## config.mk

```make
export PLATFORM = sky130hd
export DESIGN_NAME = win_shadow_commit
export DESIGN_NICKNAME = d
export VERILOG_FILES = /design/src/rtl/wsc_pkg.sv /design/src/rtl/wsc_commit_ctl.sv /design/src/rtl/wsc_win_regs.sv /design/src/rtl/win_shadow_commit.sv
export SDC_FILE = /design/constraint.sdc
export NUM_CORES = 1
export LEC_CHECK = 0
export BUFFER_PORTS_ARGS = -buffer_cell sky130_fd_sc_hd__buf_2
export CAP_MARGIN = 15
export CELL_PAD_IN_SITES_DETAIL_PLACEMENT = 0
export CELL_PAD_IN_SITES_GLOBAL_PLACEMENT = 1
export CORE_MARGIN = 2
export CORE_UTILIZATION = 48
export CTS_BUF_LIST = sky130_fd_sc_hd__clkbuf_4 sky130_fd_sc_hd__clkbuf_8 sky130_fd_sc_hd__clkbuf_16
export CTS_CLUSTER_SIZE = 30
export DETAILED_ROUTE_END_ITERATION = 16
export PLACE_DENSITY = 0.77
export SYNTH_ARGS = -nofsm -noshare
export SYNTH_HDL_FRONTEND = slang
export SYNTH_HIERARCHICAL = 1
export SYNTH_SLANG_ARGS = --single-unit
export TNS_END_PERCENT = 20
```

## constraint.sdc

```tcl
create_clock -name clk_i -period 4.8 [get_ports clk_i]
set_input_delay 0.24 -clock clk_i [delete_from_list [all_inputs] [get_ports clk_i]]
set_output_delay 0.24 -clock clk_i [all_outputs]
set_load 0.005 [all_outputs]
```

## src/rtl/wsc_pkg.sv

```systemverilog
package wsc_pkg;
  localparam int OFF_W = 3;
  localparam logic [OFF_W-1:0] OFF_BASE = 3'd0;
  localparam logic [OFF_W-1:0] OFF_FULL = 3'd1;
  localparam logic [OFF_W-1:0] OFF_SRC  = 3'd2;
  localparam logic [OFF_W-1:0] OFF_TL   = 3'd3;
  localparam logic [OFF_W-1:0] OFF_SIZE = 3'd4;
  localparam logic [OFF_W-1:0] OFF_CTRL = 3'd5;
  localparam logic [OFF_W-1:0] OFF_KEY  = 3'd6;
  localparam logic [OFF_W-1:0] GOFF_PROT = 3'd0;
  localparam logic [OFF_W-1:0] GOFF_UPD  = 3'd1;
endpackage

```

## src/rtl/wsc_commit_ctl.sv

```systemverilog
module wsc_commit_ctl #(
  parameter int NUM_WIN = 2,
  parameter int DATA_W  = 32
) (
  input  logic               clk_i,
  input  logic               rst_ni,
  input  logic               prot_wr_i,
  input  logic               upd_wr_i,
  input  logic [DATA_W-1:0]  wdata_i,
  input  logic               vsync_i,
  output logic [NUM_WIN-1:0] prot_o,
  output logic [NUM_WIN-1:0] pend_o,
  output logic [NUM_WIN-1:0] commit_o
);
  logic [NUM_WIN-1:0] prot_q, pend_q, pend_d;

  assign commit_o = {NUM_WIN{vsync_i}} & pend_q & ~prot_q;

  always_comb begin
    pend_d = pend_q & ~commit_o;
    if (upd_wr_i && wdata_i[0]) pend_d = '1;  // new request survives a same-cycle vsync
  end

  always_ff @(posedge clk_i or negedge rst_ni) begin
    if (!rst_ni) begin
      prot_q <= '0;
      pend_q <= '0;
    end else begin
      if (prot_wr_i) prot_q <= wdata_i[NUM_WIN-1:0];
      pend_q <= pend_d;
    end
  end

  assign prot_o = prot_q;
  assign pend_o = pend_q;

  assert_arm_sets_all_R3: assert property (@(posedge clk_i) disable iff (!rst_ni)
    (upd_wr_i && wdata_i[0]) |=> (&pend_q));

  assert_pend_falls_on_vsync_R10: assert property (@(posedge clk_i) disable iff (!rst_ni)
    (|($past(pend_q) & ~pend_q)) |-> $past(vsync_i));

  assert_protected_stays_pending_R5: assert property (@(posedge clk_i) disable iff (!rst_ni)
    1'b1 |=> (($past(pend_q & prot_q) & ~pend_q) == '0));
endmodule

```

## src/rtl/wsc_win_regs.sv

```systemverilog
module wsc_win_regs
  import wsc_pkg::*;
#(
  parameter int DATA_W      = 32,
  parameter int DIM_W       = 16,
  parameter int BURST_MIN_W = 128,
  parameter bit HAS_KEY     = 1'b0
) (
  input  logic              clk_i,
  input  logic              rst_ni,
  input  logic              wr_i,
  input  logic [OFF_W-1:0]  off_i,
  input  logic [DATA_W-1:0] wdata_i,
  input  logic              commit_i,
  output logic [DATA_W-1:0] rdata_o,
  output logic              act_en_o,
  output logic              act_burst16_o,
  output logic [DATA_W-1:0] act_base_o,
  output logic [DIM_W-1:0]  act_fw_o,
  output logic [DIM_W-1:0]  act_fh_o,
  output logic [DIM_W-1:0]  act_ox_o,
  output logic [DIM_W-1:0]  act_oy_o,
  output logic [DIM_W-1:0]  act_tlx_o,
  output logic [DIM_W-1:0]  act_tly_o,
  output logic [DIM_W-1:0]  act_brx_o,
  output logic [DIM_W-1:0]  act_bry_o,
  output logic [DATA_W-1:0] act_key_o
);
  localparam logic [DIM_W-1:0] BURST_MIN = DIM_W'(BURST_MIN_W);

  logic [DATA_W-1:0] sh_base, sh_key;
  logic [DIM_W-1:0]  sh_fw, sh_fh, sh_ox, sh_oy, sh_tlx, sh_tly, sh_sw, sh_sh;
  logic              sh_en;

  logic [DATA_W-1:0] a_base;
  logic [DIM_W-1:0]  a_fw, a_fh, a_ox, a_oy, a_tlx, a_tly, a_brx, a_bry;
  logic              a_en, a_burst;

  function automatic logic [DIM_W-1:0] corner(input logic [DIM_W-1:0] tl,
                                              input logic [DIM_W-1:0] sz);
    logic [DIM_W:0] sum;
    sum = {1'b0, tl} + {1'b0, sz};
    corner = (sum == '0) ? '0 : DIM_W'(sum - 1'b1);
  endfunction

  always_ff @(posedge clk_i or negedge rst_ni) begin
    if (!rst_ni) begin
      sh_base <= '0; sh_fw <= '0; sh_fh <= '0; sh_ox <= '0; sh_oy <= '0;
      sh_tlx <= '0; sh_tly <= '0; sh_sw <= '0; sh_sh <= '0; sh_en <= 1'b0;
    end else if (wr_i) begin
      unique case (off_i)
        OFF_BASE: sh_base <= wdata_i;
        OFF_FULL: begin sh_fw <= wdata_i[DIM_W-1:0]; sh_fh <= wdata_i[2*DIM_W-1:DIM_W]; end
        OFF_SRC:  begin sh_ox <= wdata_i[DIM_W-1:0]; sh_oy <= wdata_i[2*DIM_W-1:DIM_W]; end
        OFF_TL:   begin sh_tlx <= wdata_i[DIM_W-1:0]; sh_tly <= wdata_i[2*DIM_W-1:DIM_W]; end
        OFF_SIZE: begin sh_sw <= wdata_i[DIM_W-1:0]; sh_sh <= wdata_i[2*DIM_W-1:DIM_W]; end
        OFF_CTRL: sh_en <= wdata_i[0];
        default: ;
      endcase
    end
  end

  always_ff @(posedge clk_i or negedge rst_ni) begin
    if (!rst_ni) begin
      a_base <= '0; a_fw <= '0; a_fh <= '0; a_ox <= '0; a_oy <= '0;
      a_tlx <= '0; a_tly <= '0; a_brx <= '0; a_bry <= '0;
      a_en <= 1'b0; a_burst <= 1'b0;
    end else if (commit_i) begin
      a_base  <= sh_base;
      a_fw    <= sh_fw;
      a_fh    <= sh_fh;
      a_ox    <= sh_ox;
      a_oy    <= sh_oy;
      a_tlx   <= sh_tlx;
      a_tly   <= sh_tly;
      a_brx   <= corner(sh_tlx, sh_sw);
      a_bry   <= corner(sh_tly, sh_sh);
      a_en    <= sh_en;
      a_burst <= (sh_fw >= BURST_MIN);
    end
  end

  generate
    if (HAS_KEY) begin : g_key
      logic [DATA_W-1:0] a_key;
      always_ff @(posedge clk_i or negedge rst_ni) begin
        if (!rst_ni) sh_key <= '0;
        else if (wr_i && off_i == OFF_KEY) sh_key <= wdata_i;
      end
      always_ff @(posedge clk_i or negedge rst_ni) begin
        if (!rst_ni) a_key <= '0;
        else if (commit_i) a_key <= sh_key;
      end
      assign act_key_o = a_key;
    end else begin : g_nokey
      assign sh_key    = '0;
      assign act_key_o = '0;
    end
  endgenerate

  always_comb begin
    rdata_o = '0;
    unique case (off_i)
      OFF_BASE: rdata_o = sh_base;
      OFF_FULL: begin rdata_o[DIM_W-1:0] = sh_fw;  rdata_o[2*DIM_W-1:DIM_W] = sh_fh;  end
      OFF_SRC:  begin rdata_o[DIM_W-1:0] = sh_ox;  rdata_o[2*DIM_W-1:DIM_W] = sh_oy;  end
      OFF_TL:   begin rdata_o[DIM_W-1:0] = sh_tlx; rdata_o[2*DIM_W-1:DIM_W] = sh_tly; end
      OFF_SIZE: begin rdata_o[DIM_W-1:0] = sh_sw;  rdata_o[2*DIM_W-1:DIM_W] = sh_sh;  end
      OFF_CTRL: rdata_o[0] = sh_en;
      OFF_KEY:  rdata_o = sh_key;
      default: ;
    endcase
  end

  assign act_en_o      = a_en;
  assign act_burst16_o = a_burst;
  assign act_base_o    = a_base;
  assign act_fw_o      = a_fw;
  assign act_fh_o      = a_fh;
  assign act_ox_o      = a_ox;
  assign act_oy_o      = a_oy;
  assign act_tlx_o     = a_tlx;
  assign act_tly_o     = a_tly;
  assign act_brx_o     = a_brx;
  assign act_bry_o     = a_bry;

  assert_active_hold_R4: assert property (@(posedge clk_i) disable iff (!rst_ni)
    !commit_i |=> ($stable(a_base) && $stable(a_en) && $stable(a_fw) && $stable(a_brx)));

  assert_commit_copies_shadow_R2: assert property (@(posedge clk_i) disable iff (!rst_ni)
    commit_i |=> (a_base == $past(sh_base) && a_en == $past(sh_en) && a_tlx == $past(sh_tlx)));

  assert_burst_matches_width_R8: assert property (@(posedge clk_i) disable iff (!rst_ni)
    a_burst == (a_fw >= BURST_MIN));
endmodule

```

## src/rtl/win_shadow_commit.sv

```systemverilog
module win_shadow_commit
  import wsc_pkg::*;
#(
  parameter int NUM_WIN     = 2,
  parameter int DATA_W      = 32,
  parameter int DIM_W       = 16,
  parameter int BURST_MIN_W = 128,
  localparam int WIN_BITS   = (NUM_WIN > 1) ? $clog2(NUM_WIN) : 1,
  localparam int AW         = 1 + WIN_BITS + OFF_W
) (
  input  logic                       clk_i,
  input  logic                       rst_ni,
  input  logic                       wr_en_i,
  input  logic [AW-1:0]              addr_i,
  input  logic [DATA_W-1:0]          wdata_i,
  output logic [DATA_W-1:0]          rdata_o,
  input  logic                       vsync_i,
  output logic [NUM_WIN-1:0]         act_en_o,
  output logic [NUM_WIN-1:0]         act_burst16_o,
  output logic [NUM_WIN*DATA_W-1:0]  act_base_o,
  output logic [NUM_WIN*DIM_W-1:0]   act_full_w_o,
  output logic [NUM_WIN*DIM_W-1:0]   act_full_h_o,
  output logic [NUM_WIN*DIM_W-1:0]   act_off_x_o,
  output logic [NUM_WIN*DIM_W-1:0]   act_off_y_o,
  output logic [NUM_WIN*DIM_W-1:0]   act_tl_x_o,
  output logic [NUM_WIN*DIM_W-1:0]   act_tl_y_o,
  output logic [NUM_WIN*DIM_W-1:0]   act_br_x_o,
  output logic [NUM_WIN*DIM_W-1:0]   act_br_y_o,
  output logic [DATA_W-1:0]          act_key_o
);
  logic                glb;
  logic [WIN_BITS-1:0] win_idx;
  logic [OFF_W-1:0]    off;
  logic [NUM_WIN-1:0]  prot, pend, commit;
  logic [DATA_W-1:0]   win_rd [NUM_WIN];
  logic [DATA_W-1:0]   key_w [NUM_WIN];

  assign glb     = addr_i[AW-1];
  assign win_idx = addr_i[OFF_W +: WIN_BITS];
  assign off     = addr_i[OFF_W-1:0];

  wsc_commit_ctl #(.NUM_WIN(NUM_WIN), .DATA_W(DATA_W)) u_ctl (
    .clk_i     (clk_i),
    .rst_ni    (rst_ni),
    .prot_wr_i (wr_en_i && glb && off == GOFF_PROT),
    .upd_wr_i  (wr_en_i && glb && off == GOFF_UPD),
    .wdata_i   (wdata_i),
    .vsync_i   (vsync_i),
    .prot_o    (prot),
    .pend_o    (pend),
    .commit_o  (commit)
  );

  generate
    for (genvar g = 0; g < NUM_WIN; g++) begin : g_win
      wsc_win_regs #(
        .DATA_W(DATA_W), .DIM_W(DIM_W), .BURST_MIN_W(BURST_MIN_W), .HAS_KEY(g > 0)
      ) u_win (
        .clk_i         (clk_i),
        .rst_ni        (rst_ni),
        .wr_i          (wr_en_i && !glb && win_idx == WIN_BITS'(g)),
        .off_i         (off),
        .wdata_i       (wdata_i),
        .commit_i      (commit[g]),
        .rdata_o       (win_rd[g]),
        .act_en_o      (act_en_o[g]),
        .act_burst16_o (act_burst16_o[g]),
        .act_base_o    (act_base_o[g*DATA_W +: DATA_W]),
        .act_fw_o      (act_full_w_o[g*DIM_W +: DIM_W]),
        .act_fh_o      (act_full_h_o[g*DIM_W +: DIM_W]),
        .act_ox_o      (act_off_x_o[g*DIM_W +: DIM_W]),
        .act_oy_o      (act_off_y_o[g*DIM_W +: DIM_W]),
        .act_tlx_o     (act_tl_x_o[g*DIM_W +: DIM_W]),
        .act_tly_o     (act_tl_y_o[g*DIM_W +: DIM_W]),
        .act_brx_o     (act_br_x_o[g*DIM_W +: DIM_W]),
        .act_bry_o     (act_br_y_o[g*DIM_W +: DIM_W]),
        .act_key_o     (key_w[g])
      );
    end
  endgenerate

  assign act_key_o = key_w[NUM_WIN-1];

  always_comb begin
    rdata_o = '0;
    if (glb) begin
      if (off == GOFF_PROT) rdata_o[NUM_WIN-1:0] = prot;
      else if (off == GOFF_UPD) begin
        rdata_o[0] = |pend;
        rdata_o[2 +: NUM_WIN] = pend;
      end
    end else if (32'(win_idx) < NUM_WIN) begin
      rdata_o = win_rd[win_idx];
    end
  end
endmodule

```

==> impl_metrics.csv <==
group,metric,value,unit
routing,detail_route.vias_per_cell,5.94,
job,drv_cap,0,
power_and_ir_drop,leakage,19.7,nW
clock_tree,clk_latency,0.63,ns
setup_path,r2r_end,"g_win[0].u_win/act_brx_o[0]",
synth,syn_nets,2810,
synth,synth.avg_cell_area,12.7,um2
clock_tree,clk_path_buf_depth,3,
cells_and_area,area_delta_synth_final,17.1,%
floorplan,die_area,73300,um2
routing,finalWirelength,103000,um
cells_and_area,final_common_cell,"dfrtp_1",
place,post-place-ws,0.835,ns
power_and_ir_drop,power_density,505,nW/um2
place,place_congestion,0.918,
cells_and_area,final_cell_mix,"dfrtp_1 (714), mux2_2 (647), buf_2 (427)",
setup_path,reg2reg_depth,10,
setup_path,critPathCaptureType,"flip-flop",
floorplan,core,70300,um2
floorplan,fp-row-count,97,
sta,hold_viol,0,
sta,fin_crit,4.00,ns
place,dp_hpwl,73100,um
clock_tree,cts_tree,"built",
floorplan,die_x,271,um
sta,slew_viol_final,0,
setup_path,crit_start,"g_win[0].u_win/sh_tlx[0]",
global_routing,grt_max_degree,193,
global_routing,antenna_found_initial,4,
global_routing,grt_pass1_wl,156000,um
clock_tree,cts-root-buf,"clkbuf_16",
routing,first_pass_iters,5,
sta,setup_slack,0.803,ns
global_routing,grt_pass1_vias,24900,
global_routing,grt_overflow,0,
sta,tns,0,ns
sta,rsz0062_at_grt,"false",
sta,finalClockSkew,0.0241,ns
floorplan,floorplan.initialDensity,48.6,%
status,outcome,"completed",
cells_and_area,fin_nets,3189,
clock_tree,cts.clk_slew.worst_paths,0.06,ns
power_and_ir_drop,ir_worst_vdd,0.000262,V
routing,drc,0,
sta,tightest_slew,1.21,ns
setup_path,critPathMaxFanout,15,
sta,clock.fmax,250,MHz
clock_tree,post_cts_buffers,0,
place,io_buffers,428,
synth,synth_cells,2693,
clock_tree,cts_sinks,714,
routing,vias,24200,
floorplan,num_io_pins,429,
setup_path,endpoint,"g_win[0].u_win/act_brx_o[0]",
hold_path,hold_class,"in2reg",
floorplan,die_h,271,um
setup_path,r2r_start,"g_win[0].u_win/sh_tlx[0]",
setup_path,arrival,4.50,ns
sta,slew_headroom,19.2,%
sta,fin_crit_sh,83.3,%
routing,postRouteAntennaNets,0,
cells_and_area,drive_gt1_share,42.0,%
setup_path,r2r_slack,0.80,ns
clock_tree,cts_buffers,78,
setup_path,crit_path_start_kind,"flip-flop",
clock_tree,htreeDepth,3,
routing,drtIter0Drc,1729,
routing,detail_route.wl_per_cell,25.2,um
setup_path,worstPathRequired,5.30,ns
hold_path,hold_path_depth,2,
synth,synth_area,34200,um2
setup_path,crit_type,"reg2reg",
global_routing,grt.total_usage,27.8,%
synth,ys_warn_count,6,
sta,setup_violations,0,
==> cell type report <==
type	count	area [um2]
antenna	3	7.51
clock buffer	119	2410
clock inverter	22	342
fill	5896	30300
inverter	27	101
multi-input combinational	1784	15500
sequential	714	17900
tap	940	1180
timing repair buffer	467	2560
==> repair_timing <==
item,CTS,global route
endpoints found under the setup margin,0,0
hold buffers,2,0
endpoints found under the hold margin,107,0
resized for setup,0,0
==> metal layers <==
layer | part of all wire, % | global-route usage (%) | vias up
met3 | 5.8 | 5.76 | 170
met5 | 0.014 | 0 | -
met2 | 49 | 46.4 | 770
met1 | 42 | 35.6 | 12500
met4 | 3.8 | 10.7 | 2
li1 | - | - | 10800
==> worst max-delay path: stages, from the launching register on <==
cell and delay (ns):
dfrtp_1 0.40, ha_1 0.25, fa_1 0.46, a21o_4 0.25, a311oi_4 0.41, o211ai_1 0.17, a32o_1 0.25, a21o_1 0.22
or4_1 0.53, or3_1 0.58, a31o_2 0.35
==> stage by stage <==
stage / hold slack (ns) / total power [mW] / util, % / instance area, um2 / std cells
floorplan: -0.0556 / 11.6 / - / 34200 / 2693
global placement: 0.385 / 13.8 / 53.0 / 37200 / 3930
detailed placement: 0.398 / 13.9 / 53.0 / 37200 / 3930
CTS: 0.0412 / 20.4 / 56.9 / 40000 / 4073
global route: 0.0642 / 21.2 / 56.9 / 40000 / 4075
finish: 0.0840 / 20.2 / 56.9 / 40000 / 4076
==> report_power, final <==
group,switching (mW),internal [mW]
clock,2.47,3.90
sequential,1.08,7.32
combinational,2.84,2.61
==> worst min-delay path by stage <==
stage	startpoint	endpoint	slack, ns
3_3_place_gp	rst_ni	g_win[1].u_win/act_tly_o[9]	0.39
3_5_place_dp	rst_ni	g_win[1].u_win/act_tly_o[9]	0.40
5_1_grt	wdata_i[8]	g_win[1].u_win/sh_base[8]	0.06
4_1_cts	wdata_i[24]	g_win[1].u_win/sh_tly[8]	0.04
2_1_floorplan	rst_ni	g_win[0].u_win/act_base_o[0]	-0.06
6_report	wdata_i[2]	g_win[0].u_win/sh_base[2]	0.08
Note: power is estimated with default switching activity, not from simulation.
